### src/rtl/lifo_pp_pkg.sv
package lifo_pp_pkg;
  parameter int unsigned SAMPLE_W   = 10;
  parameter int unsigned LIFO_DEPTH = 16;

  typedef enum logic {
    ROLE_RX0 = 1'b0,
    ROLE_RX1 = 1'b1
  } role_e;
endpackage

### src/rtl/lifo_stack.sv
module lifo_stack #(
  parameter int unsigned DATA_W = 10,
  parameter int unsigned DEPTH  = 16,
  localparam int unsigned AW    = $clog2(DEPTH),
  localparam int unsigned CW    = $clog2(DEPTH + 1)
) (
  input  logic              clk_i,
  input  logic              rst_ni,
  input  logic              clear_i,
  input  logic              push_i,
  input  logic              pop_i,
  input  logic [DATA_W-1:0] data_i,
  output logic [DATA_W-1:0] top_o,
  output logic [CW-1:0]     count_o,
  output logic              full_o
);
  logic [DATA_W-1:0] mem_q [DEPTH];
  logic [CW-1:0]     cnt_q;
  logic [AW-1:0]     wr_idx, top_idx;
  logic              empty_w;

  assign empty_w = (cnt_q == '0);
  assign full_o  = (cnt_q == CW'(DEPTH));
  assign wr_idx  = clear_i ? '0 : AW'(cnt_q);
  assign top_idx = AW'(cnt_q - 1'b1);
  assign top_o   = empty_w ? '0 : mem_q[top_idx];
  assign count_o = cnt_q;

  // clear and push on the same edge: the push becomes the first entry
  always_ff @(posedge clk_i or negedge rst_ni) begin
    if (!rst_ni) begin
      cnt_q <= '0;
    end else if (clear_i) begin
      cnt_q <= push_i ? CW'(1) : '0;
    end else if (push_i && !full_o) begin
      cnt_q <= cnt_q + 1'b1;
    end else if (pop_i && !empty_w) begin
      cnt_q <= cnt_q - 1'b1;
    end
  end

  always_ff @(posedge clk_i) begin
    if (push_i && (clear_i || !full_o)) mem_q[wr_idx] <= data_i;
  end
endmodule

### src/rtl/xfer_fall_det.sv
module xfer_fall_det (
  input  logic clk_i,
  input  logic rst_ni,
  input  logic lvl_i,
  output logic fall_o
);
  logic lvl_q, lvl_d;

  always_ff @(posedge clk_i or negedge rst_ni) begin
    if (!rst_ni) begin
      lvl_q <= 1'b0;
      lvl_d <= 1'b0;
    end else begin
      lvl_q <= lvl_i;
      lvl_d <= lvl_q;
    end
  end

  assign fall_o = lvl_d & ~lvl_q;
endmodule

### src/rtl/lifo_role_ctrl.sv
module lifo_role_ctrl
  import lifo_pp_pkg::*;
(
  input  logic  clk_i,
  input  logic  rst_ni,
  input  logic  swap_i,
  output role_e rx_q_o,
  output role_e rx_next_o
);
  role_e rx_q;

  assign rx_next_o = swap_i ? role_e'(~rx_q) : rx_q;
  assign rx_q_o    = rx_q;

  always_ff @(posedge clk_i or negedge rst_ni) begin
    if (!rst_ni) rx_q <= ROLE_RX0;
    else         rx_q <= rx_next_o;
  end
endmodule

### src/rtl/lifo_pingpong.sv
module lifo_pingpong
  import lifo_pp_pkg::*;
#(
  parameter int unsigned DATA_W = SAMPLE_W,
  parameter int unsigned DEPTH  = LIFO_DEPTH,
  localparam int unsigned CW    = $clog2(DEPTH + 1)
) (
  input  logic              clk_i,
  input  logic              rst_ni,
  input  logic              push_i,
  input  logic [DATA_W-1:0] push_data_i,
  input  logic              pop_i,
  input  logic              hold_i,
  input  logic              xfer_i,
  output logic [DATA_W-1:0] pop_data_o,
  output logic              drop_o,
  output logic              rx_sel_o,
  output logic [CW-1:0]     rx_count_o,
  output logic [CW-1:0]     tx_count_o
);
  logic              swap_w, push_en, pop_en;
  role_e             rx_q, rx_next;
  logic [DATA_W-1:0] top_w [2];
  logic [CW-1:0]     cnt_w [2];
  logic              full_w [2];
  logic [DATA_W-1:0] pop_data_q;
  logic              drop_q;

  assign push_en = push_i & ~hold_i;
  assign pop_en  = pop_i & ~hold_i;

  xfer_fall_det u_fall (
    .clk_i  (clk_i),
    .rst_ni (rst_ni),
    .lvl_i  (xfer_i),
    .fall_o (swap_w)
  );

  lifo_role_ctrl u_role (
    .clk_i     (clk_i),
    .rst_ni    (rst_ni),
    .swap_i    (swap_w),
    .rx_q_o    (rx_q),
    .rx_next_o (rx_next)
  );

  for (genvar g = 0; g < 2; g++) begin : g_stk
    logic is_rx;
    assign is_rx = (rx_next == role_e'(g));

    lifo_stack #(
      .DATA_W (DATA_W),
      .DEPTH  (DEPTH)
    ) u_stk (
      .clk_i   (clk_i),
      .rst_ni  (rst_ni),
      .clear_i (swap_w & is_rx),
      .push_i  (push_en & is_rx),
      .pop_i   (pop_en & ~is_rx),
      .data_i  (push_data_i),
      .top_o   (top_w[g]),
      .count_o (cnt_w[g]),
      .full_o  (full_w[g])
    );
  end

  always_ff @(posedge clk_i or negedge rst_ni) begin
    if (!rst_ni) begin
      pop_data_q <= '0;
      drop_q     <= 1'b0;
    end else begin
      if (pop_en) pop_data_q <= top_w[~rx_next];
      drop_q <= push_en & ~swap_w & full_w[rx_next];
    end
  end

  assign pop_data_o = pop_data_q;
  assign drop_o     = drop_q;
  assign rx_sel_o   = rx_q;
  assign rx_count_o = cnt_w[rx_q];
  assign tx_count_o = cnt_w[~rx_q];
endmodule

### config.mk
export PLATFORM = sky130hd
export DESIGN_NAME = lifo_pingpong
export DESIGN_NICKNAME = d
export VERILOG_FILES = /design/src/rtl/lifo_pp_pkg.sv /design/src/rtl/lifo_stack.sv /design/src/rtl/xfer_fall_det.sv /design/src/rtl/lifo_role_ctrl.sv /design/src/rtl/lifo_pingpong.sv
export SDC_FILE = /design/constraint.sdc
export NUM_CORES = 1
export LEC_CHECK = 0
export ABC_AREA = 1
export BUFFER_PORTS_ARGS = -buffer_cell sky130_fd_sc_hd__buf_2
export CORE_MARGIN = 2
export CORE_UTILIZATION = 48
export DETAILED_ROUTE_END_ITERATION = 7
export PLACE_DENSITY = 0.65
export SYNTH_ARGS = -nofsm -noshare
export SYNTH_HDL_FRONTEND = slang
export SYNTH_SLANG_ARGS = --single-unit
### constraint.sdc
create_clock -name clk_i -period 3 [get_ports clk_i]
set_input_delay 0.3 -clock clk_i [delete_from_list [all_inputs] [get_ports clk_i]]
set_output_delay 0.3 -clock clk_i [all_outputs]
set_load 0.01 [all_outputs]
* Word-level counts from Yosys, hierarchy flattened *
Memory sizes are Yosys's and may differ from the RTL's.
Index checks and enable logic that the tools add are counted.

word-level totals
  flip-flop bits (word level) = 24
  memory bits (writable) = 320
  input port bits = 16
  memories = 2

memory list
  name                  words  bits a word  rd ports  clocked after Yosys merged registers in  wr ports  line              text
  g_stk[0].u_stk.mem_q  16     10           1         0                                        1         lifo_stack.sv:17  logic [DATA_W-1:0] mem_q [DEPTH];
  g_stk[1].u_stk.mem_q  16     10           1         0                                        1         lifo_stack.sv:17

operators by class
  $add $sub $neg = 4
  order comparisons = 4
  equality and inequality tests = 2
  multiplexer cells = 29
  bitwise logic cells = 20
  reduce and logical (&&, ||, !) cells = 16

operators by type and width
  operator                                                            count
  5-bit 2-to-1 mux                                                    12
  10-bit 2-to-1 mux                                                   5
  1-bit bitwise AND                                                   11
  5-bit by 1-bit adder with 5-bit output, second input constant       2
  5-bit equality test, second input constant                          2
  5-bit logical NOT                                                   2
  1-bit 2-to-1 mux                                                    10
  5-bit by 1-bit subtractor with 5-bit output, second input constant  2
  2-bit greater-or-equal comparator, second input constant            4
  4-bit 2-to-1 mux                                                    2
  1-bit NOT with 2-bit output                                         4
  1-bit logical AND                                                   6
  3-bit nonzero test                                                  2
  1-bit NOT                                                           5
  1-bit logical NOT                                                   4
  1-bit logical OR                                                    2

* Logic depth before layout (Yosys ltp) *
  depth in word-level cells = 9
  mapped depth = 16
  mapped depth without buffers = 12

* Cells and area by module *
From an unflattened synthesis, not the netlist that was laid out.

unflattened totals
  cells, all modules = 1,392
  area, all modules = 14,846.7 um^2

by module, submodules not included
  module          times used  cells an instance  area an instance (um^2)  seq. area each (um^2)
  lifo_stack      2           631                6,993.0                  4,929.7
  lifo_pingpong   1           120                757.0                    275.3
  xfer_fall_det   1           4                  60.1                     50.0
  lifo_role_ctrl  1           6                  43.8                     25.0

* Least setup slack after synthesis *
OpenSTA, ideal clock, no wires.

  path type = register to register
  start point = reg g_stk[1].u_stk.cnt_q[0]
  end point = mem g_stk[1].u_stk.mem_q[8][0], enable pin
  setup time = 0.390 ns
  arrival = 2.243 ns
  required time = 2.610 ns
  slack = 0.367 ns
  cell stages (with the launch flop) = 13
  buffers on the path = 3
  clock period less this slack = 2.633 ns
  path through = dfrtp_1 buf_2 inv_2 buf_6 buf_2 ha_1 nand3_2 nor2_2 inv_2 nand3_4 nand2_1 inv_2 nor3_1

between the ends
  longest elaborated chain between the ends = 6
  elaborated cells between the ends (all ways) = 7
  classes of those cells = 1 x eq/ne; 3 x mux; 3 x reduce/logical

RTL lines
  item                                    line              text
  start, declared                         lifo_stack.sv:18  logic [CW-1:0] cnt_q;
  start signal, assigned                  lifo_stack.sv:34  cnt_q <= push_i ? CW'(1) : '0;
  start signal, assigned                  lifo_stack.sv:36  cnt_q <= cnt_q + 1'b1;
  start signal, assigned                  lifo_stack.sv:38  cnt_q <= cnt_q - 1'b1;
  5-bit equality test                     lifo_stack.sv:23  assign full_o = (cnt_q == CW'(DEPTH));
  1-bit logical NOT                       lifo_stack.sv:43  if (push_i && (clear_i || !full_o)) mem_q[wr_idx] <= data_i;
  1-bit logical OR                        lifo_stack.sv:43
  1-bit logical AND                       lifo_stack.sv:43
  1-bit 2-to-1 mux                        lifo_stack.sv:43
  1-bit 2-to-1 mux (not written as such)  lifo_stack.sv:43
  end, declared                           lifo_stack.sv:17

Parallel ways exist; a longest one is shown, timed or not.

* Worst setup path after layout *
  start point = reg g_stk[1].u_stk.cnt_q[0]
  end point = out tx_count_o[0]

between the ends
  longest elaborated chain between the ends = 3

RTL lines
  item                                                  line                 text
  5-bit 2-to-1 mux (not written as such) (3 in series)  lifo_pingpong.sv:81  assign tx_count_o = cnt_w[~rx_q];
  end, declared                                         lifo_pingpong.sv:19  output logic [CW-1:0] tx_count_o

No other way between the ends. The select of a mux whose other input is x is not followed.

==> impl_results.md <==
- Cell Chain, Critical Path: inv_2, buf_4, buf_4, o21ai_0, buf_2
- Max Clk Rate: slightly below 0.4 GHz
- P_leak: approximately 6.2 nW
- Avg Cell Area, Syn: about 11 um^2
- Clock sinks: approximately 340
- Slew headroom: a little over a third
- Worst VDD drop: 0.000540 V
- Number of global-route vias before repair: about 9.5k
- H-tree depth: 2
- Crit Path Max Fanout: 57
- Gpl congestion: 0.869
- Placed instance area: ~15000 um^2
- Initial Util: ~50%
- Pins Over Slew Limit: 0
- Sequential share of the synthesized area: roughly 70%
- Pwr dens: between 1000 and 1500 nW/um^2
- R2R Path End: pop_data_o[1]
- Cell Area, Synth: 14600 um^2
- Starting DRT DRC Count: approximately 1.0k
- Hold path cells: 4
- Die area: about 32000 um^2
- CP max-delay cell: buf_4
- Final min period: between 2 and 3 ns
- R2R Path Start: g_stk[1].u_stk.count_o[1]
- TNS Setup: 0 ns
- Dpl hpwl: approximately 22 mm
- CTS tree: done
- Endpoints failing setup: 0
- Mapped Cells: around 1.3k
- Vias per std cell: between 5 and 6
- Outcome: complete, no violations
- CP max stage delay: approximately 0.57 ns
- Grt total ovfl: 0
- Final hold violation count: 0
- Crit. End Element: primary output
- Commonest non-fill, non-tap cell in the layout: nand2_1
- Root Buffer: clkbuf_16
- Share of cells above drive strength 1: 13.7%
- Die Ht: 179 um
- R2R setup slack: 0.61 ns
- Unique masters post-synth: 35
- Post-synth ARST share: under 10%
- Worst hold path class: in -> reg
- # IOs: 38
- Nets: 1372
- Final Cycle Share: between 80% and 90%
- Synth warnings: 0
- Resized Gates After CTS: 0
- Commonest non-fill, non-tap cells in the layout: nand2_1, edfxtp_1, nand3_1
- Hold Path Origin: hold_i
- DRC errors left: 0
- WP data arrival: between 2 and 2.5 ns
- WP data required: about 2.7 ns
- Hold WS: roughly 0.23 ns
- Fill cells: about 2.5k
- Post-DRT Antenna Nets: 0
- CTS Buffer Depth: 3
- Total power draw: approximately 17 mW
- Worst Tran Pin Value: around 0.95 ns
- WHS Endpoint: drop_o
- Post-synth EDFFs: 320
- Worst Skew: between 0.015 and 0.02 ns
- CTS clk-pin slew, worst paths: approximately 0.060 ns
- # diodes: 0
- Synthesized Nets: between 1k and 1.5k
- Core Area: about 30000 um^2
- First-pass GRT wire length: 55.7 mm
- Routed WL per cell: between 20 and 25 um
- RSZ-0062 raised after global routing: false
- Global-route usage over all layers: around a quarter
- Hold_buf cts: 2
- Final instance area: about 17000 um^2
- Fin util: 55.4%
- Synth Flop Type: edfxtp_1
- Initial antenna violation count: 0
- Buffers on Ports: 37
- Crit start category: flip-flop
- Largest net degree at the start of global routing: between 80 and 90
- Top cell by count, worst path: buf_4
- Drt first pass iters: 5
- DIE WIDTH: 179 um
- Clk Latency, worst-skew pair: 0.51 ns
- Total Wirelength: 36.1 mm
- CTS buffer count: 36
- Max-cap viol count: 0
- Critical path type: reg -> out
- Post-synthesis register bit count: approximately 340
- Via Count: approximately 9.9k
- Setup Fix Bufs, Post-CTS: 0
- Worst r2r path cells: 11
- Num rows: 63
- Area grow syn2layout: 12.9%
-- flip-flops by register name, indices dropped and copies added, names as in the netlist --
signal and count:
g_stk.u_stk.mem_q 320, g_stk.u_stk.count_o 10, pop_data_o 10, drop_o 1, u_fall.lvl_d 1, u_fall.lvl_q 1
u_role.rx_q_o 1
-- cell type report --
cell class	instances	area [um^2]	area share [%]
Clock buffer	47	1000	6.07
Clock inverter	16	148	0.894
Sequential cell	344	10200	61.8
Inverter	37	144	0.871
Multi-Input combinational cell	840	3920	23.7
Tap cell	390	488	2.95
Timing Repair Buffer	93	611	3.70
-- critical path, delay by kind of cell, from the launching register on --
| kind | cells | cell delay [ns] |
|---|---|---|
| DFF | 1 | 0.41 |
| buffers and inverters | 4 | 1.10 |
| AOI/OAI and AO/OA | 1 | 0.21 |
-- where the power goes --
| part | internal [mW] | total (mW) | switching (mW) |
|---|---|---|---|
| clock | 2.60 | 4.34 | 1.73 |
| combinational | 2.01 | 6.84 | 4.83 |
| sequential | 5.49 | 5.71 | 0.220 |
-- how the worst max path moves through the flow --
stage                                    from                    endpoint  slack, ns  depth (start not counted)
floorplan           g_stk[1].u_stk.count_o[0]  g_stk[1].u_stk.mem_q[8][0]       0.37                         12
global placement    g_stk[1].u_stk.count_o[1]               pop_data_o[4]       0.68                         11
detailed placement  g_stk[1].u_stk.count_o[1]               pop_data_o[4]       0.59                         11
CTS                 g_stk[1].u_stk.count_o[0]               tx_count_o[0]       0.38                          5
global route        g_stk[1].u_stk.count_o[0]               tx_count_o[0]       0.30                          5
finish              g_stk[1].u_stk.count_o[0]               tx_count_o[0]       0.45                          5
-- cells by family after synthesis --
family / after synthesis / share of synthesized area [%]
flip-flops: 344 / 69.8
adder cells (fa/ha/maj): 4 / 0.342
buffers and inverters: 108 / 3.44
AND/OR/NAND/NOR: 780 / 24.2
XOR/XNOR: 8 / 0.479
AO/OA/AOI/OAI: 48 / 1.73
-- routing by layer --
metal | GRT usage (%) | share of wire, %
met5 | 0 | 0
met4 | 5.35 | 1.7
met3 | 4.43 | 8.3
met2 | 36.7 | 46
met1 | 34.2 | 44
-- synth_stat cells, types with 5 or more instances --
| library cell | n | area (um^2) |
|---|---|---|
| nand2_1 | 382 | 1430 |
| edfxtp_1 | 320 | 9610 |
| nand3_1 | 294 | 1470 |
| nor2_1 | 63 | 236 |
| buf_2 | 44 | 220 |
| o21ai_0 | 30 | 150 |
| dfrtp_1 | 24 | 601 |
| inv_1 | 23 | 86.3 |
| clkbuf_1 | 17 | 63.8 |
| inv_2 | 9 | 33.8 |
| buf_4 | 8 | 60.1 |
| a21oi_1 | 7 | 35.0 |
| nand2_2 | 7 | 43.8 |
| nand3_2 | 6 | 60.1 |
| o21ai_1 | 6 | 30.0 |
| xor2_1 | 6 | 52.6 |
| nor3_1 | 5 | 25.0 |
-- per-stage QoR --
step | setup WS [ns] | instances
6_report | 0.454 | 1767
5_1_grt | 0.305 | 1767
4_1_cts | 0.384 | 1767
3_5_place_dp | 0.586 | 1702
3_3_place_gp | 0.683 | 1702
2_1_floorplan | 0.367 | 1292
Note: power is estimated with default switching activity, not from simulation.
